### config.mk
export PLATFORM = sky130hd
export DESIGN_NAME = pcas_sched
export DESIGN_NICKNAME = d
export VERILOG_FILES = /design/src/rtl/pcas_pkg.sv /design/src/rtl/pcas_bank_timers.sv /design/src/rtl/pcas_slot_pipe.sv /design/src/rtl/pcas_sched.sv
export SDC_FILE = /design/constraint.sdc
export NUM_CORES = 1
export LEC_CHECK = 0
export CAP_MARGIN = 25
export CORE_MARGIN = 3
export CORE_UTILIZATION = 56
export CTS_CLUSTER_SIZE = 10
export DETAILED_ROUTE_END_ITERATION = 8
export PLACE_DENSITY_LB_ADDON = 0.05
export SLEW_MARGIN = 30
export SYNTH_ARGS = -nofsm -noshare
export SYNTH_HDL_FRONTEND = slang
export SYNTH_HIERARCHICAL = 1
export SYNTH_SLANG_ARGS = --single-unit
### constraint.sdc
create_clock -name clk -period 13.1 [get_ports clk]
set_input_delay 1.965 -clock clk [delete_from_list [all_inputs] [get_ports clk]]
set_output_delay 1.965 -clock clk [all_outputs]
set_load 0.05 [all_outputs]
### src/rtl/pcas_pkg.sv
`timescale 1ns/1ps
package pcas_pkg;

  typedef enum logic [1:0] {
    CMD_NOP = 2'd0,
    CMD_ACT = 2'd1,
    CMD_RD  = 2'd2,
    CMD_WR  = 2'd3
  } cmd_e;

  // bus cycles occupied by one burst (two beats per clock)
  function automatic logic [2:0] burst_cycles(input logic bl8);
    return bl8 ? 3'd4 : 3'd2;
  endfunction

endpackage

### src/rtl/pcas_bank_timers.sv
`timescale 1ns/1ps
module pcas_bank_timers #(
  parameter int NBANK  = 4,
  parameter int TRCD   = 4,
  parameter int BANK_W = 2
) (
  input  logic              clk,
  input  logic              rst,
  input  logic              act_i,
  input  logic [BANK_W-1:0] bank_i,
  output logic              live_o,
  output logic              ripe_o
);

  localparam int CNT_W = $clog2(TRCD + 1);

  logic [NBANK-1:0] live_q;
  logic [CNT_W-1:0] cnt_q [NBANK];

  for (genvar b = 0; b < NBANK; b++) begin : g_bank
    always_ff @(posedge clk) begin
      if (rst) begin
        live_q[b] <= 1'b0;
        cnt_q[b]  <= '0;
      end else if (act_i && (bank_i == BANK_W'(b))) begin
        live_q[b] <= 1'b1;
        cnt_q[b]  <= CNT_W'(1);
      end else if (cnt_q[b] < CNT_W'(TRCD)) begin
        cnt_q[b]  <= cnt_q[b] + 1'b1;
      end
    end
  end

  assign live_o = live_q[bank_i];
  assign ripe_o = cnt_q[bank_i] >= CNT_W'(TRCD);

endmodule

### src/rtl/pcas_slot_pipe.sv
`timescale 1ns/1ps
module pcas_slot_pipe #(
  parameter int DEPTH = 18
) (
  input  logic             clk,
  input  logic             rst,
  input  logic [DEPTH-1:0] ins_i,
  output logic [DEPTH-1:0] pend_o,
  output logic             strobe_o
);

  // bit j of the map is the cycle after j more edges from now
  logic [DEPTH-1:0] map_q;

  always_ff @(posedge clk) begin
    if (rst) begin
      map_q    <= '0;
      strobe_o <= 1'b0;
    end else begin
      strobe_o <= map_q[0] | ins_i[0];
      map_q    <= (map_q >> 1) | (ins_i >> 1);
    end
  end

  assign pend_o = map_q;

endmodule

### src/rtl/pcas_sched.sv
`timescale 1ns/1ps
module pcas_sched
  import pcas_pkg::*;
#(
  parameter int NBANK = 4,
  parameter int TRCD  = 4,
  parameter int AL_W  = 3,
  parameter int CL_W  = 3,
  localparam int BANK_W = (NBANK > 1) ? $clog2(NBANK) : 1
) (
  input  logic              clk,
  input  logic              rst,
  input  logic [1:0]        cmd_i,
  input  logic [BANK_W-1:0] bank_i,
  input  logic [AL_W-1:0]   al_i,
  input  logic [CL_W-1:0]   cl_i,
  input  logic              bl8_i,
  output logic              rd_valid_o,
  output logic              wr_en_o,
  output logic              iss_o,
  output logic              busy_o,
  output logic              noact_err_o,
  output logic              trcd_err_o
);

  localparam int AL_MAX = (1 << AL_W) - 1;
  localparam int CL_MAX = (1 << CL_W) - 1;
  localparam int DEPTH  = AL_MAX + CL_MAX + 4;
  localparam int OFF_W  = $clog2(DEPTH + 1);

  cmd_e cmd;
  logic is_col, is_rd, live, ripe, col_ok, clash, accept;
  logic [OFF_W-1:0] off_rd, off;
  logic [2:0]       blen;
  logic [DEPTH-1:0] col_mask, iss_mask, rd_ins, wr_ins, iss_ins;
  logic [DEPTH-1:0] rd_pend, wr_pend, iss_pend_unused;

  assign cmd    = cmd_e'(cmd_i);
  assign is_rd  = (cmd == CMD_RD);
  assign is_col = is_rd || (cmd == CMD_WR);

  pcas_bank_timers #(.NBANK(NBANK), .TRCD(TRCD), .BANK_W(BANK_W)) u_banks (
    .clk    (clk),
    .rst    (rst),
    .act_i  (cmd == CMD_ACT),
    .bank_i (bank_i),
    .live_o (live),
    .ripe_o (ripe)
  );

  // data window offset: read at AL+CL, write one clock earlier
  assign off_rd = OFF_W'(al_i) + OFF_W'(cl_i);
  assign off    = is_rd ? off_rd : off_rd - 1'b1;
  assign blen   = burst_cycles(bl8_i);

  always_comb begin
    for (int j = 0; j < DEPTH; j++) begin
      col_mask[j] = (j >= int'(off)) && (j < int'(off) + int'(blen));
      iss_mask[j] = (j == int'(al_i));
    end
  end

  assign col_ok = is_col && live && !(al_i == '0 && !ripe);
  assign clash  = |(col_mask & (rd_pend | wr_pend));
  assign accept = col_ok && !clash;
  assign busy_o = col_ok && clash;

  assign rd_ins  = (accept && is_rd)  ? col_mask : '0;
  assign wr_ins  = (accept && !is_rd) ? col_mask : '0;
  assign iss_ins = accept ? iss_mask : '0;

  pcas_slot_pipe #(.DEPTH(DEPTH)) u_rd_pipe (
    .clk(clk), .rst(rst), .ins_i(rd_ins), .pend_o(rd_pend), .strobe_o(rd_valid_o)
  );

  pcas_slot_pipe #(.DEPTH(DEPTH)) u_wr_pipe (
    .clk(clk), .rst(rst), .ins_i(wr_ins), .pend_o(wr_pend), .strobe_o(wr_en_o)
  );

  pcas_slot_pipe #(.DEPTH(DEPTH)) u_iss_pipe (
    .clk(clk), .rst(rst), .ins_i(iss_ins), .pend_o(iss_pend_unused), .strobe_o(iss_o)
  );

  always_ff @(posedge clk) begin
    if (rst) begin
      noact_err_o <= 1'b0;
      trcd_err_o  <= 1'b0;
    end else begin
      noact_err_o <= is_col && !live;
      trcd_err_o  <= is_col && live && al_i == '0 && !ripe;
    end
  end

endmodule

Word-level counts from Yosys, hierarchy flattened
Memory sizes are Yosys's and may differ from the RTL's.
Index checks and enable logic that the tools add are counted.
{ "op_classes": {"mux": 45, "n_reduce_logical": 42, "addsub": 7, "n_eq_ne": 13, "bitwise_logic": 16, "magnitude_cmp": 42} }
{ "ops": {"columns": ["op", "count"], "rows": [
  ["5-bit by 32-bit < comparator with 1-bit output (first input constant)", 8],
  ["4-bit by 32-bit < comparator with 1-bit output (first input constant)", 4],
  ["3-bit by 32-bit < comparator with 1-bit output (first input constant)", 2],
  ["4-bit by 5-bit >= comparator with 1-bit output (first input constant)", 8],
  ["18-bit two-way mux", 2],
  ["17-bit OR", 2],
  ["1-bit logical AND", 32],
  ["1-bit by 32-bit < comparator with 1-bit output (first input constant)", 1],
  ["2-bit by 32-bit < comparator with 1-bit output (first input constant)", 1],
  ["6-bit by 32-bit < comparator with 1-bit output (first input constant)", 1],
  ["1-bit two-way mux", 31],
  ["3-bit two-way mux", 9],
  ["3-bit by 5-bit >= comparator with 1-bit output (first input constant)", 4],
  ["18-bit AND", 1],
  ["18-bit OR", 1],
  ["18-bit OR reduction", 1],
  ["17-bit by 7-bit OR with 17-bit output", 1],
  ["3-bit by 1-bit adder with 3-bit output (second input constant)", 4],
  ["3-bit equality test (first input constant)", 4],
  ["3-bit < comparator (second input constant)", 4],
  ["1-bit OR", 11],
  ["1-bit by 5-bit >= comparator with 1-bit output (first input constant)", 2],
  ["2-bit by 5-bit >= comparator with 1-bit output (first input constant)", 2],
  ["5-bit >= comparator (first input constant)", 2],
  ["17 further kinds", 27]
]} }
{ "totals": {"word_cells": 178, "inputBits": 13, "output_inout_bits": 6, "memories": 1, "register_bits": 63, "mem_bits_rw": 12} }
{ "memory_table": {"columns": ["memory", "depth", "word_bits", "read_ports", "rd_ports_with_merged_regs", "wr", "line", "text"], "rows": [
  ["u_banks.cnt_q", 4, 3, 5, 0, 4, "pcas_bank_timers.sv:18", "logic [CNT_W-1:0] cnt_q [NBANK];"]
]} }

Depth between registers and ports, before layout
{ "logic_depth": {"depth_word": 13, "depth_mapped": 21, "ltp_nobuf": 19} }

Cells and area by module
The synthesis kept the hierarchy.
{ "modules_own_cells": {"columns": ["module", "instances", "cells_per_inst", "area_per_inst_um2"], "rows": [
  ["pcas_slot_pipe", 3, 39, 561.8],
  ["pcas_sched", 1, 262, 1640.3],
  ["pcas_bank_timers", 1, 61, 779.5]
]} }

Worst setup path before layout
Ideal clock, no wire load.
{ "synth_path": {"path_type": "input to output", "from": "input port al_i[0]", "to": "output port busy_o", "path_stages": 17, "required_ps": 11135, "arrival_time_ps": 6488, "setup_slack_ps": 4647, "cell_sequence": "ha_1 -> inv_1 -> fa_1 -> ha_1 -> inv_1 -> nor3_2 -> or2_1 -> inv_1 -> fa_1 -> nand2b_1 -> or2_2 -> a221o_1 -> o21ai_0 -> nor4b_2 -> nand4_2 -> buf_2 -> nor2b_1"} }
{ "synth_via": {"elab_chain_cells": 9, "word_cells_on_any_way": 65, "cone_classes": "add/sub (3); order compare (36); mux (1); bitwise (1); reduce/logical (24)"} }
{ "synth_lines": {"columns": ["item", "line", "text"], "rows": [
  ["start, declared", "pcas_sched.sv:15", "input logic [AL_W-1:0] al_i,"],
  ["3-bit by 3-bit adder with 4-bit output", "pcas_sched.sv:52", "assign off_rd = OFF_W'(al_i) + OFF_W'(cl_i);"],
  ["4-bit by 1-bit subtractor with 5-bit output", "pcas_sched.sv:53", "assign off = is_rd ? off_rd : off_rd - 1'b1;"],
  ["5-bit two-way mux", "pcas_sched.sv:53", null],
  ["5-bit by 3-bit adder with 6-bit output", "pcas_sched.sv:58", "col_mask[j] = (j >= int'(off)) && (j < int'(off) + int'(blen));"],
  ["1-bit by 32-bit < comparator with 1-bit output (tied with other cells)", "pcas_sched.sv:58", null],
  ["1-bit logical AND", "pcas_sched.sv:58", null],
  ["18-bit AND", "pcas_sched.sv:64", "assign clash = |(col_mask & (rd_pend | wr_pend));"],
  ["18-bit OR reduction", "pcas_sched.sv:64", null],
  ["1-bit logical AND *", "pcas_sched.sv:66", "assign busy_o = col_ok && clash;"],
  ["end, declared", "pcas_sched.sv:21", "output logic busy_o,"]
]} }
Mark *: on every way between the ends. The rest lies on a longest branch, timed or not.

Final worst setup path
Same ends and word-level chain as after synthesis.

==> flow_summary.json <==
{
  "coreArea_mm2": 0.00694,
  "post-cts-setup-buffers": 0,
  "max_slew.worst_pin.slew_ns": 0.715,
  "power_leakage_uw": 0.00180,
  "cts_max_level": 3,
  "portBuffers": 18,
  "area_growth_pct": 10.8,
  "clk_path_buf_depth": 2,
  "ctsResizeCount": 0,
  "fmax_mhz": 99.5,
  "grt-busiest-layer": "met2",
  "cp.required_ns": 11.14,
  "r2r-start": "u_banks/cnt_q[3][2]$_SDFFCE_PN0P_",
  "hp-start": "u_iss_pipe/pend_o[15]$_SDFF_PP0_",
  "syn_inst": 438,
  "wl_um": 9550,
  "skew_ns": 0.00984,
  "cts_sinks": 72,
  "fin_area_mm2": 0.00453,
  "run_status": "completed",
  "drt_iter0_markers": 473,
  "drv_slew": 0,
  "holdWs_ns": 0.441,
  "slew_headroom": 0.517,
  "cts_root_buffer": "clkbuf_8",
  "wire_per_inst_um": 17.2,
  "internal_power_uw": 417,
  "gp_congestion": 0.982,
  "grtUsageTotal": 0.240,
  "dieArea_mm2": 0.00837,
  "die_w_um": 91.5,
  "placed_area_mm2": 0.00432,
  "critPathMaxStageDelay_ns": 0.70,
  "fill_cells": 575,
  "grt_util_met2": 0.359,
  "maxCapViolations": 0,
  "first_pass_iters": 6,
  "power_frac_comb": 0.293,
  "antenna_found_initial": 0,
  "max-vdd-ir-drop_v": 0.0000744,
  "dp_hpwl_um": 6910,
  "holdBufCountCts": 0,
  "initial_core_util": 0.590,
  "use_met1": 0.326,
  "crit_top_cell": "inv_1",
  "multi_input_area_mm2": 0.00238,
  "cts_tree": "yes",
  "critPathLaunchType": "input port",
  "synth.cell_area_mm2": 0.00409,
  "numCtsBuffers": 9,
  "clock_latency_ns": 0.36,
  "routed_via_density": 6.15,
  "crit_type": "in -> out",
  "n_antenna_cell": 0,
  "yosysWarnings": 6,
  "overflow": 0,
  "final-seq-area_mm2": 0.00156,
  "p_per_area_mw_per_mm2": 137,
  "cp_max_fo": 17,
  "final_layout_size_suffix_gt1_frac": 0.178,
  "syn_area_per_cell_um2": 9.35,
  "seqPwrFrac": 0.396,
  "finalCritPeriodShare": 0.767,
  "die_h_um": 91.5,
  "worst_ep_arrival_time_ns": 8.08,
  "via_count": 3424,
  "path_clk_slew_ns": 0.08,
  "clkPwrFrac": 0.311,
  "critPathTopFamily": "adder cells",
  "path_cells": "clkdlybuf4s50_1, ha_1, inv_1, fa_1, ha_1, inv_1, nor3_2, or2_1, inv_1, fa_1, a211o_1, nor4_1, nand3_1, o211ai_1, a21oi_1, a2111oi_4, nand4_2, nor2b_1, clkdlybuf4s50_1",
  "rsz0062_at_grt": "false",
  "hold_viol_final": 0,
  "period_minus_slack_ns": 10.05,
  "row_count": 30,
  "fin_tns_setup_ns": 0,
  "remaining_drc_errors": 0,
  "setup_viol": 0,
  "ios": 19,
  "grt_max_degree": 73,
  "nets": 482,
  "cp-startpoint": "al_i[0]",
  "p_sw_frac": 0.329,
  "critPathBufInv": 5,
  "slowest_stage": "clkdlybuf4s50_1",
  "grt_pass1_vias": 3216,
  "grt_util_met3": 0.0398,
  "grt_pass1_wl_um": 15900,
  "drt.antenna.violating_nets": 0,
  "hp-class": "reg -> reg",
  "switching_power_uw": 205,
  "worstSetupEndpointType": "output pin"
}
-- stage by stage --
step / util / worst slack (ns) / cells / power (uW)
floorplan: - / 4.65 / 447 / 383
global placement: 0.622 / 3.36 / 542 / 426
detailed placement: 0.622 / 3.18 / 542 / 427
CTS: 0.653 / 3.17 / 557 / 621
global route: 0.653 / 2.61 / 557 / 653
finish: 0.653 / 3.05 / 557 / 622
-- power groups by stage --
stage | sequential, uW | combinational, uW | clock [uW]
after floorplan | 250 | 133 | 0
after global placement | 251 | 175 | 0
after detailed placement | 252 | 175 | 0
after CTS | 247 | 176 | 198
after global routing | 248 | 198 | 206
final | 246 | 182 | 194
-- worst paths after layout --
| check | slack [ns] | cells past startpoint | to |
|---|---|---|---|
| max | 3.05 | 19 | busy_o |
| min | 0.44 | 1 | u_iss_pipe/pend_o[14]$_SDFF_PP0_ |
| max reg2reg | 10.54 | 5 | u_rd_pipe/pend_o[6]$_SDFF_PP0_ |
| min reg2reg | 0.44 | 1 | u_iss_pipe/pend_o[14]$_SDFF_PP0_ |
-- metal layers --
layer  share of wire  vias up
met5               0        -
met4           0.037        0
met3           0.061       37
met2            0.45      147
met1            0.45     1597
li1                -     1643
-- flip-flops by register name, indices dropped and copies added (netlist names) --
| signal | count |
|---|---|
| u_iss_pipe/pend_o | 17 |
| u_banks/live_q | 4 |
| u_wr_pipe/strobe_o | 1 |
| trcd_err_o | 1 |
| u_rd_pipe/strobe_o | 1 |
| noact_err_o | 1 |
| u_rd_pipe/pend_o | 17 |
| u_iss_pipe/strobe_o | 1 |
| u_wr_pipe/pend_o | 17 |
| u_banks/cnt_q | 12 |
-- layout by cell type (no fill, tap or decap), types with 3 or more instances in the layout --
master            n
o21ba_2          40
nand3_1          13
dfxtp_1          60
nand4_1           4
nor4_1           11
conb_1           12
clkdlybuf4s50_1  17
a21oi_1          19
and2b_2           3
or4_1             3
a211oi_1          3
xnor2_1           4
nand2b_1          7
o21ai_0          11
inv_1            16
or2_2             8
edfxtp_1         12
a31oi_1           3
clkbuf_8         10
nand2_1          33
nand3b_1          6
o21ba_1          12
mux2i_1           4
nor3_1           30
and3_1            6
nor2b_1           4
ha_1             10
o221ai_1          5
nor2_1           31
a211o_1           4
a21o_1            3
-- cell type report --
| cell class | count | share of cell area |
|---|---|---|
| Multi-Input combinational cell | 338 | 0.526 |
| Sequential cell | 72 | 0.344 |
| Timing Repair Buffer | 20 | 0.0419 |
| Clock buffer | 10 | 0.0304 |
| Tap cell | 96 | 0.0265 |
| Clock inverter | 5 | 0.0177 |
| Inverter | 16 | 0.0132 |
Power figures use the tool's default switching activity.
